`src/rtl/qac_pkg.sv`:
```
package qac_pkg;

  // Width of the byte counter carried in the strobe bundle
  localparam int IDX_W = 6;

  localparam logic [7:0] OP_ADD  = 8'h01;
  localparam logic [7:0] OP_SUB  = 8'h02;
  localparam logic [7:0] OP_MUL  = 8'h03;
  localparam logic [7:0] OP_HALT = 8'hFF;

  // Which object the byte transfers currently target
  typedef enum logic [1:0] {
    PH_FETCH,
    PH_OPA,
    PH_OPB,
    PH_WRITE
  } phase_e;

  // Strobes from control to datapath
  typedef struct packed {
    phase_e           phase;
    logic [IDX_W-1:0] byteIdx;
    logic             capture;   // shift memRdata into the phase's register
    logic             advance;   // fetch address <= next-instruction field
    logic             loadBoot;  // fetch address <= bootAddr
  } strobe_t;

endpackage

```
`src/rtl/qac_ctrl.sv`:
```
module qac_ctrl
  import qac_pkg::*;
#(
  parameter int ADDR_W = 24,
  parameter int DATA_W = 32
) (
  input  logic       clk,
  input  logic       rstN,
  input  logic       memReady,
  input  logic [7:0] opcode,
  output logic       memReq,
  output logic       memWe,
  output logic       done,
  output logic       halted,
  output logic       illegal,
  output strobe_t    strobe
);

  localparam int INSTR_BYTES = 1 + 4 * (ADDR_W / 8);
  localparam int OPER_BYTES  = DATA_W / 8;

  typedef enum logic [2:0] {
    ST_BOOT,
    ST_REQ,
    ST_CAP,
    ST_DEC,
    ST_HALT
  } state_e;

  state_e           state, stateNext;
  phase_e           phase, phaseNext;
  logic [IDX_W-1:0] idx, idxNext;
  logic             illegalNext;
  logic             lastByte;
  logic             knownOp;

  always_comb begin
    if (phase == PH_FETCH) lastByte = (idx == IDX_W'(INSTR_BYTES - 1));
    else                   lastByte = (idx == IDX_W'(OPER_BYTES - 1));
    knownOp = (opcode == OP_ADD) || (opcode == OP_SUB) || (opcode == OP_MUL);
  end

  always_comb begin
    stateNext       = state;
    phaseNext       = phase;
    idxNext         = idx;
    illegalNext     = illegal;
    memReq          = 1'b0;
    memWe           = 1'b0;
    done            = 1'b0;
    strobe.phase    = phase;
    strobe.byteIdx  = idx;
    strobe.capture  = 1'b0;
    strobe.advance  = 1'b0;
    strobe.loadBoot = 1'b0;
    case (state)
      ST_BOOT: begin
        strobe.loadBoot = 1'b1;
        stateNext       = ST_REQ;
      end
      ST_REQ: begin
        memReq = 1'b1;
        memWe  = (phase == PH_WRITE);
        if (memReady) begin
          if (phase == PH_WRITE) begin
            if (lastByte) begin
              done           = 1'b1;
              strobe.advance = 1'b1;
              phaseNext      = PH_FETCH;
              idxNext        = '0;
            end else begin
              idxNext = idx + 1'b1;
            end
          end else begin
            stateNext = ST_CAP;
          end
        end
      end
      ST_CAP: begin
        strobe.capture = 1'b1;
        if (lastByte) begin
          idxNext = '0;
          case (phase)
            PH_FETCH: stateNext = ST_DEC;
            PH_OPA: begin
              phaseNext = PH_OPB;
              stateNext = ST_REQ;
            end
            default: begin
              phaseNext = PH_WRITE;
              stateNext = ST_REQ;
            end
          endcase
        end else begin
          idxNext   = idx + 1'b1;
          stateNext = ST_REQ;
        end
      end
      ST_DEC: begin
        if (knownOp) begin
          phaseNext = PH_OPA;
          stateNext = ST_REQ;
        end else begin
          stateNext   = ST_HALT;
          illegalNext = (opcode != OP_HALT);
        end
      end
      default: ;
    endcase
  end

  always_ff @(posedge clk or negedge rstN) begin
    if (!rstN) begin
      state   <= ST_BOOT;
      phase   <= PH_FETCH;
      idx     <= '0;
      illegal <= 1'b0;
    end else begin
      state   <= stateNext;
      phase   <= phaseNext;
      idx     <= idxNext;
      illegal <= illegalNext;
    end
  end

  assign halted = (state == ST_HALT);

endmodule

```
`src/rtl/qac_dpath.sv`:
```
module qac_dpath
  import qac_pkg::*;
#(
  parameter int ADDR_W = 24,
  parameter int DATA_W = 32
) (
  input  logic              clk,
  input  logic              rstN,
  input  strobe_t           strobe,
  input  logic [ADDR_W-1:0] bootAddr,
  input  logic [7:0]        memRdata,
  output logic [ADDR_W-1:0] memAddr,
  output logic [7:0]        memWdata,
  output logic [7:0]        opcode
);

  localparam int INSTR_BYTES = 1 + 4 * (ADDR_W / 8);
  localparam int INSTR_W     = 8 * INSTR_BYTES;

  logic [INSTR_W-1:0] instr;
  logic [DATA_W-1:0]  opA, opB, result, shifted;
  logic [ADDR_W-1:0]  fetchAddr, base;
  logic [ADDR_W-1:0]  op1Addr, op2Addr, resAddr, nextAddr;

  // Field layout, most significant byte of the instruction first
  assign opcode   = instr[INSTR_W-1 -: 8];
  assign op1Addr  = instr[4*ADDR_W-1 -: ADDR_W];
  assign op2Addr  = instr[3*ADDR_W-1 -: ADDR_W];
  assign resAddr  = instr[2*ADDR_W-1 -: ADDR_W];
  assign nextAddr = instr[ADDR_W-1:0];

  always_ff @(posedge clk or negedge rstN) begin
    if (!rstN) begin
      fetchAddr <= '0;
      instr     <= '0;
      opA       <= '0;
      opB       <= '0;
    end else begin
      if (strobe.loadBoot)     fetchAddr <= bootAddr;
      else if (strobe.advance) fetchAddr <= nextAddr;
      if (strobe.capture) begin
        case (strobe.phase)
          PH_FETCH: instr <= {instr[INSTR_W-9:0], memRdata};
          PH_OPA:   opA   <= {opA[DATA_W-9:0], memRdata};
          PH_OPB:   opB   <= {opB[DATA_W-9:0], memRdata};
          default: ;
        endcase
      end
    end
  end

  always_comb begin
    case (opcode)
      OP_SUB:  result = opA - opB;
      OP_MUL:  result = opA * opB;
      default: result = opA + opB;
    endcase
    case (strobe.phase)
      PH_FETCH: base = fetchAddr;
      PH_OPA:   base = op1Addr;
      PH_OPB:   base = op2Addr;
      default:  base = resAddr;
    endcase
    shifted = result << (8 * strobe.byteIdx);
  end

  assign memAddr  = base + ADDR_W'(strobe.byteIdx);
  assign memWdata = shifted[DATA_W-1 -: 8];

endmodule

```
`src/rtl/quad_addr_cpu.sv`:
```
module quad_addr_cpu
  import qac_pkg::*;
#(
  parameter int ADDR_W = 24,
  parameter int DATA_W = 32
) (
  input  logic              clk,
  input  logic              rstN,
  input  logic [ADDR_W-1:0] bootAddr,
  output logic              memReq,
  output logic              memWe,
  output logic [ADDR_W-1:0] memAddr,
  output logic [7:0]        memWdata,
  input  logic              memReady,
  input  logic [7:0]        memRdata,
  output logic              done,
  output logic              halted,
  output logic              illegal
);

  strobe_t    strobe;
  logic [7:0] opcode;

  qac_ctrl #(.ADDR_W(ADDR_W), .DATA_W(DATA_W)) uCtrl (
    .clk      (clk),
    .rstN     (rstN),
    .memReady (memReady),
    .opcode   (opcode),
    .memReq   (memReq),
    .memWe    (memWe),
    .done     (done),
    .halted   (halted),
    .illegal  (illegal),
    .strobe   (strobe)
  );

  qac_dpath #(.ADDR_W(ADDR_W), .DATA_W(DATA_W)) uDpath (
    .clk      (clk),
    .rstN     (rstN),
    .strobe   (strobe),
    .bootAddr (bootAddr),
    .memRdata (memRdata),
    .memAddr  (memAddr),
    .memWdata (memWdata),
    .opcode   (opcode)
  );

endmodule

```
`config.mk`:
```
export PLATFORM = sky130hd
export DESIGN_NAME = quad_addr_cpu
export DESIGN_NICKNAME = d
export VERILOG_FILES = /design/src/rtl/qac_pkg.sv /design/src/rtl/qac_ctrl.sv /design/src/rtl/qac_dpath.sv /design/src/rtl/quad_addr_cpu.sv
export SDC_FILE = /design/constraint.sdc
export NUM_CORES = 2
export LEC_CHECK = 0
export CORE_ASPECT_RATIO = 1.5
export CORE_UTILIZATION = 55
export DETAILED_ROUTE_END_ITERATION = 10
export HOLD_SLACK_MARGIN = 0.05
export PLACE_DENSITY = 0.71
export SYNTH_ARGS = -nofsm -noshare
export SYNTH_HDL_FRONTEND = slang
export SYNTH_SLANG_ARGS = --single-unit
export TNS_END_PERCENT = 50
```
`constraint.sdc`:
```
create_clock -name clk -period 26 [get_ports clk]
set_clock_uncertainty 0.05 [all_clocks]
set_input_delay 5.2 -clock clk [delete_from_list [all_inputs] [get_ports clk]]
set_output_delay 5.2 -clock clk [all_outputs]
set_load 0.005 [all_outputs]
```
[Word-level counts from Yosys, hierarchy flattened]
Index checks and enable logic that the tools add are counted.
Storage, ports and cells
  register bits after elaboration: 204
  input bits: 35
  output and inout port bits: 37
  word-level logic and storage cells: 80
Operators by class
  add/subtract/negate cells: 4
  multiply operators: 1
  equality and inequality tests: 20
  shift-type cells: 1
  muxes and demuxes: 30
  bitwise gates (word level): 1
  reductions and logical operators: 15
Operators with widths (count)
  $pmux 24 s3: 1
  $pmux 32 s2: 1
  $mux 24: 2
  $add 32x32->32: 1
  $mul 32x32->32: 1
  $shl 32x9->32: 1
  $sub 32x32->32: 1
  $add 24x6->24: 1
  $mux 6: 3
  $eq 8x2->1 const B: 2
  $mux 2: 7
  $pmux 3 s4: 1
  $pmux 6 s2: 1
  $mux 1: 9
  $mux 3: 3
  $eq 8x1->1 const B: 1
  $ne 2x1->1 const B: 4
  $ne 8x8->1 const B: 1
  $reduce_and 2->1: 4
  $reduce_and 7->1: 1
  $add 6x1->6 const B: 1
  $eq 3x2->1 const B: 2
  $eq 6x2->1 const B: 1
  $eq 6x4->1 const B: 1
  15 further kinds: 21

[Longest topological paths before layout]
  word-level depth: 8
  gate-level depth with buffers: 29
  mapped depth without buffers: 26

[Cells and area by module]
From an unflattened synthesis, not the netlist that was laid out.
Second synthesis, totals
  cells, all modules: 2858
  area total of the unflattened synthesis: 27865.5 um2
By module, submodules not included
  qac_dpath: instances 1, cells an instance 2773, area each 27111.0 um2, seq. area each 4804.6 um2
  qac_ctrl: instances 1, cells an instance 85, area each 754.5 um2, seq. area each 300.3 um2

[Worst setup path before layout]
No wires, ideal clock.
  path kind: register to output
  start point: reg uDpath.opB[7]
  end point: out memWdata[7]
  arrival time: 7.078 ns
  data required time: 20.750 ns
  setup slack: 13.672 ns
  stages on the path, launching flop included: 27
  buffers on the path: 2
  path through: dfrtp_1 > clkbuf_1 > clkbuf_1 > and2_1 > fa_1 > fa_1 > fa_1 > inv_1 > fa_1 > inv_1 > fa_1 > inv_1 > fa_1 > inv_1 > fa_1 > fa_1 > ha_1 > nand4_1 > or2_2 > o22ai_1 > a21oi_1 > a311oi_1 > a31oi_1 > xnor2_1 > nand2_1 > o211a_1 > nor4_1
On the way
  word-level cells in the longest chain between the ends: 3
  elaborated cells between the ends (all ways): 5
  classes of those cells: add/sub: 2; mul: 1; shift: 1; mux: 1
RTL lines
  from (decl): RTL line qac_dpath.sv:21  | logic [DATA_W-1:0] opA, opB, result, shifted;
  from (signal assigned): RTL line qac_dpath.sv:45  | PH_OPB: opB <= {opB[DATA_W-9:0], memRdata};
  $mul 32x32->32 (tied with other cells): RTL line qac_dpath.sv:55  | OP_MUL: result = opA * opB;
  $pmux 32 s2 *: RTL line qac_dpath.sv:53  | case (opcode)
  $shl 32x9->32 *: RTL line qac_dpath.sv:64  | shifted = result << (8 * strobe.byteIdx);
  to (decl): RTL line quad_addr_cpu.sv:13  | output logic [7:0] memWdata,
Mark *: on every way between the ends. The rest lies on a longest branch, timed or not.

[Final worst setup path]
  start point: reg uDpath.opB[5]
  end point: out memWdata[5]
The elaborated chain is that of the path after synthesis.

==> results.cfg <==
[place]
port_buffers = 71
place_hpwl_um = 61300
gp_congestion = 0.927

[timing]
fin_crit_ps = 14710
relSlewSlack_pct = 4.54
rsz0062_at_grt = false
tns_ps = 0
tightest_slew_ps = 1430
finalSetupViolCount = 0
maxSlewViolCount = 0
period_share_pct = 56.6
max_freq_mhz = 68.0
report.final.hold_viol_count = 0

[cts]
clk_pin_slew_ps = 80
numCtsBuffers = 20
cts_setup_buffers = 0
hold_buffers = 0
cts.sinks = 204
clockBufferDepth = 3
clock_latency_ps = 530
ctsRootBufferMaster = clkbuf_16
cts_tree = built
ctsResizeCount = 0
htree_levels = 1

[synthesis]
synth_area_leader_cell = fa_1
synthDistinctLibCells = 64
synth_area_leaders = fa_1, dfrtp_1, nand2_1, ha_1, and2_1
synth_seq_area_share_pct = 18.6
syn_inst = 3047
syn_avg_cell_area_sq_um = 9.02
syn_nets = 3655
netlist_area_sq_mm = 0.0275
synth-async-reset-ratio_pct = 100
yosys_warnings = 0
synth_edf_count = 0
synth_ff_type = dfrtp_1
ys_seq_elements = 204
yosysTopAreaCellShare_pct = 29.9

[hold_path]
min_path_type = register to register
min-delay-start = uDpath.instr[69]$_DFFE_PN0P_
min_to = uDpath.instr[77]$_DFFE_PN0P_
hold_depth = 2

[die]
num_io_pins = 72
die_x_um = 184
core_area_sq_mm = 0.0494
die_h_um = 276
start_util_pct = 55.6
placementRows = 100
die-area_sq_mm = 0.0509

[drt]
post_drt_wl_per_cell_um = 22.0
dr.pass1.iters = 5
ant_nets = 0
wirelength_um = 81300
vias_per_cell = 5.78
drt-initial-drc-count = 1249
via_count = 21400
drc = 0

[finish]
multiInputGateArea_sq_mm = 0.0202
layout-drive-gt1-share_pct = 6.23
final-seq-area_sq_mm = 0.00511
final_nets = 3626
syn2layout_area_growth_pct = 7.24
num-fill-cells = 4238

[setup_path]
regToRegSetupSlack_ps = 22640
max_stage_delay_ps = 1300
critPathTopFamily = adder cells
worstPathCellList = and2_1 -> fa_1 -> fa_1 -> fa_1 -> inv_1 -> fa_1 -> inv_1 -> fa_1 -> inv_1 -> fa_1 -> inv_1 -> fa_1 -> fa_1 -> ha_1 -> nand4_1 -> or2_2 -> o22ai_1 -> a21oi_1 -> o211a_1 -> nor3_1 -> xor2_1 -> nor3_1 -> o31ai_1 -> clkdlybuf4s50_1
cp_slowest_cell = dfrtp_1
worstRegToRegCells = 9
timing.rr.end = uDpath.fetchAddr[1]$_DFFE_PN0P_
r2r_start = uCtrl.idx[1]$_DFFE_PN0P_
worstPathRequired_ps = 20750
crit_type = register to output port
cp-start-kind = register
worstPathMaxFanout = 32
path_common_cell = fa_1
path_buf_inv = 5
worst_setup_path_end_kind = output port
arrival_ps = 9460

[global_route]
globalRouteOverflowTotal = 0
track_usage_pct = 33.6
antenna_found_initial = 3
grt_pass1_wl_um = 128000
first_global_vias = 23000
grt_start_max_net_pins = 105

[flow_run]
cap_violations = 0

[outcome]
status = finished clean
## per-stage QoR
step / cell area [sq um] / hold WS [ps] / utilization (%) / cells / setup slack [ps]
2_1_floorplan: 27500 / 405 / - / 3047 / 13670
3_3_place_gp: 28700 / 421 / 58.2 / 3659 / 12120
3_5_place_dp: 28700 / 429 / 58.2 / 3659 / 12040
4_1_cts: 29500 / 445 / 59.6 / 3695 / 11420
5_1_grt: 29500 / 464 / 59.6 / 3695 / 11010
6_report: 29500 / 444 / 59.6 / 3697 / 11290
## registers in the layout (all words and copies together) (netlist names)
name              count
uCtrl.state           3
uDpath.opB           32
uDpath.instr        104
uCtrl.idx             6
uDpath.fetchAddr     24
uCtrl.illegal         1
uDpath.opA           32
uCtrl.phase           2
## layout by cell type, fill, tap and decap left out, drive strengths merged, types with 4 or more instances in the layout
master / netlist / layout
o21ai: 56 / 56
or2: 4 / 4
a21oi: 59 / 59
nand4: 9 / 9
o311ai: 4 / 4
ha: 163 / 163
nor4: 10 / 10
o21bai: 9 / 9
nor3b: 6 / 6
or4: 5 / 5
xor2: 48 / 48
o31ai: 9 / 9
dfrtp: 204 / 204
nor2: 115 / 115
mux2: 62 / 62
clkdlybuf4s50: 0 / 70
a211oi: 17 / 17
o211ai: 13 / 13
mux4: 25 / 25
o22ai: 26 / 26
a21o: 20 / 20
o21a: 6 / 6
buf: 16 / 45
clkbuf: 151 / 23
xnor2: 114 / 114
or3: 7 / 7
a31oi: 22 / 22
nor2b: 10 / 10
and2: 319 / 319
inv: 421 / 423
clkinv: 0 / 9
nand2: 606 / 606
nand2b: 5 / 5
and3: 12 / 12
fa: 410 / 410
nand3: 18 / 18
nand3b: 6 / 6
nor3: 28 / 28
## per-layer routing
| layer | vias to the layer above | global-route usage (%) | share of wire (%) |
|---|---|---|---|
| met5 | - | 0 | 0 |
| met3 | 317 | 3.88 | 5.7 |
| li1 | 9404 | - | - |
| met1 | 10800 | 36.7 | 34 |
| met4 | 0 | 22.6 | 7.7 |
| met2 | 845 | 60.9 | 53 |
## tightest hold or removal path: stages, from the launching register on
cell and delay, ps:
dfrtp_1 360, nand2_1 60, nand2_1 50
## synthesized netlist by cell type (all sizes together), types with 10 or more instances
cell type and number:
a211oi 17, a21o 20, a21oi 59, a31oi 22, and2 319, and3 12, buf 16, clkbuf 151
dfrtp 204, fa 410, ha 163, inv 421, mux2 62, mux4 25, nand2 606, nand3 18
nor2 115, nor2b 10, nor3 28, nor4 10, o211ai 13, o21ai 56, o22ai 26, xnor2 114
xor2 48
## kinds of logic (layout without fill, tap and decap cells)
| logic type | after synthesis | count (layout) | share of synthesized area, % |
|---|---|---|---|
| AO/OA/AOI/OAI | 270 | 270 | 6.38 |
| XOR/XNOR | 162 | 162 | 5.19 |
| adder cells (fa/ha/maj) | 573 | 573 | 37.3 |
| buffers and inverters | 588 | 573 | 8.07 |
| flip-flops | 204 | 204 | 18.6 |
| multiplexers | 89 | 89 | 4.66 |
| other | 0 | 2 | 0 |
| AND/OR/NAND/NOR | 1161 | 1161 | 19.8 |
## worst max-delay path by stage
stage               slack [ps]                 startpoint  cells after the start           to
finish                   11290  uDpath.opB[5]$_DFFE_PN0P_                     24  memWdata[5]
global route             11010  uDpath.opB[3]$_DFFE_PN0P_                     23  memWdata[6]
CTS                      11420  uDpath.opB[5]$_DFFE_PN0P_                     24  memWdata[5]
detailed placement       12040  uDpath.opB[5]$_DFFE_PN0P_                     24  memWdata[5]
global placement         12120  uDpath.opB[5]$_DFFE_PN0P_                     24  memWdata[5]
floorplan                13670  uDpath.opB[7]$_DFFE_PN0P_                     26  memWdata[7]
## final cells by class
class                           instances  area share, %
Multi-Input combinational cell       2255           68.5
Sequential cell                       204           17.3
Inverter                              421           5.36
Timing Repair Buffer                  116           3.57
Tap cell                              663           2.82
Clock buffer                           22           1.79
Clock inverter                         14          0.616
Antenna cell                            2         0.0170
Power is not shown: default switching activity piles up to over one toggle a cycle in this logic, so the estimate is an artifact.
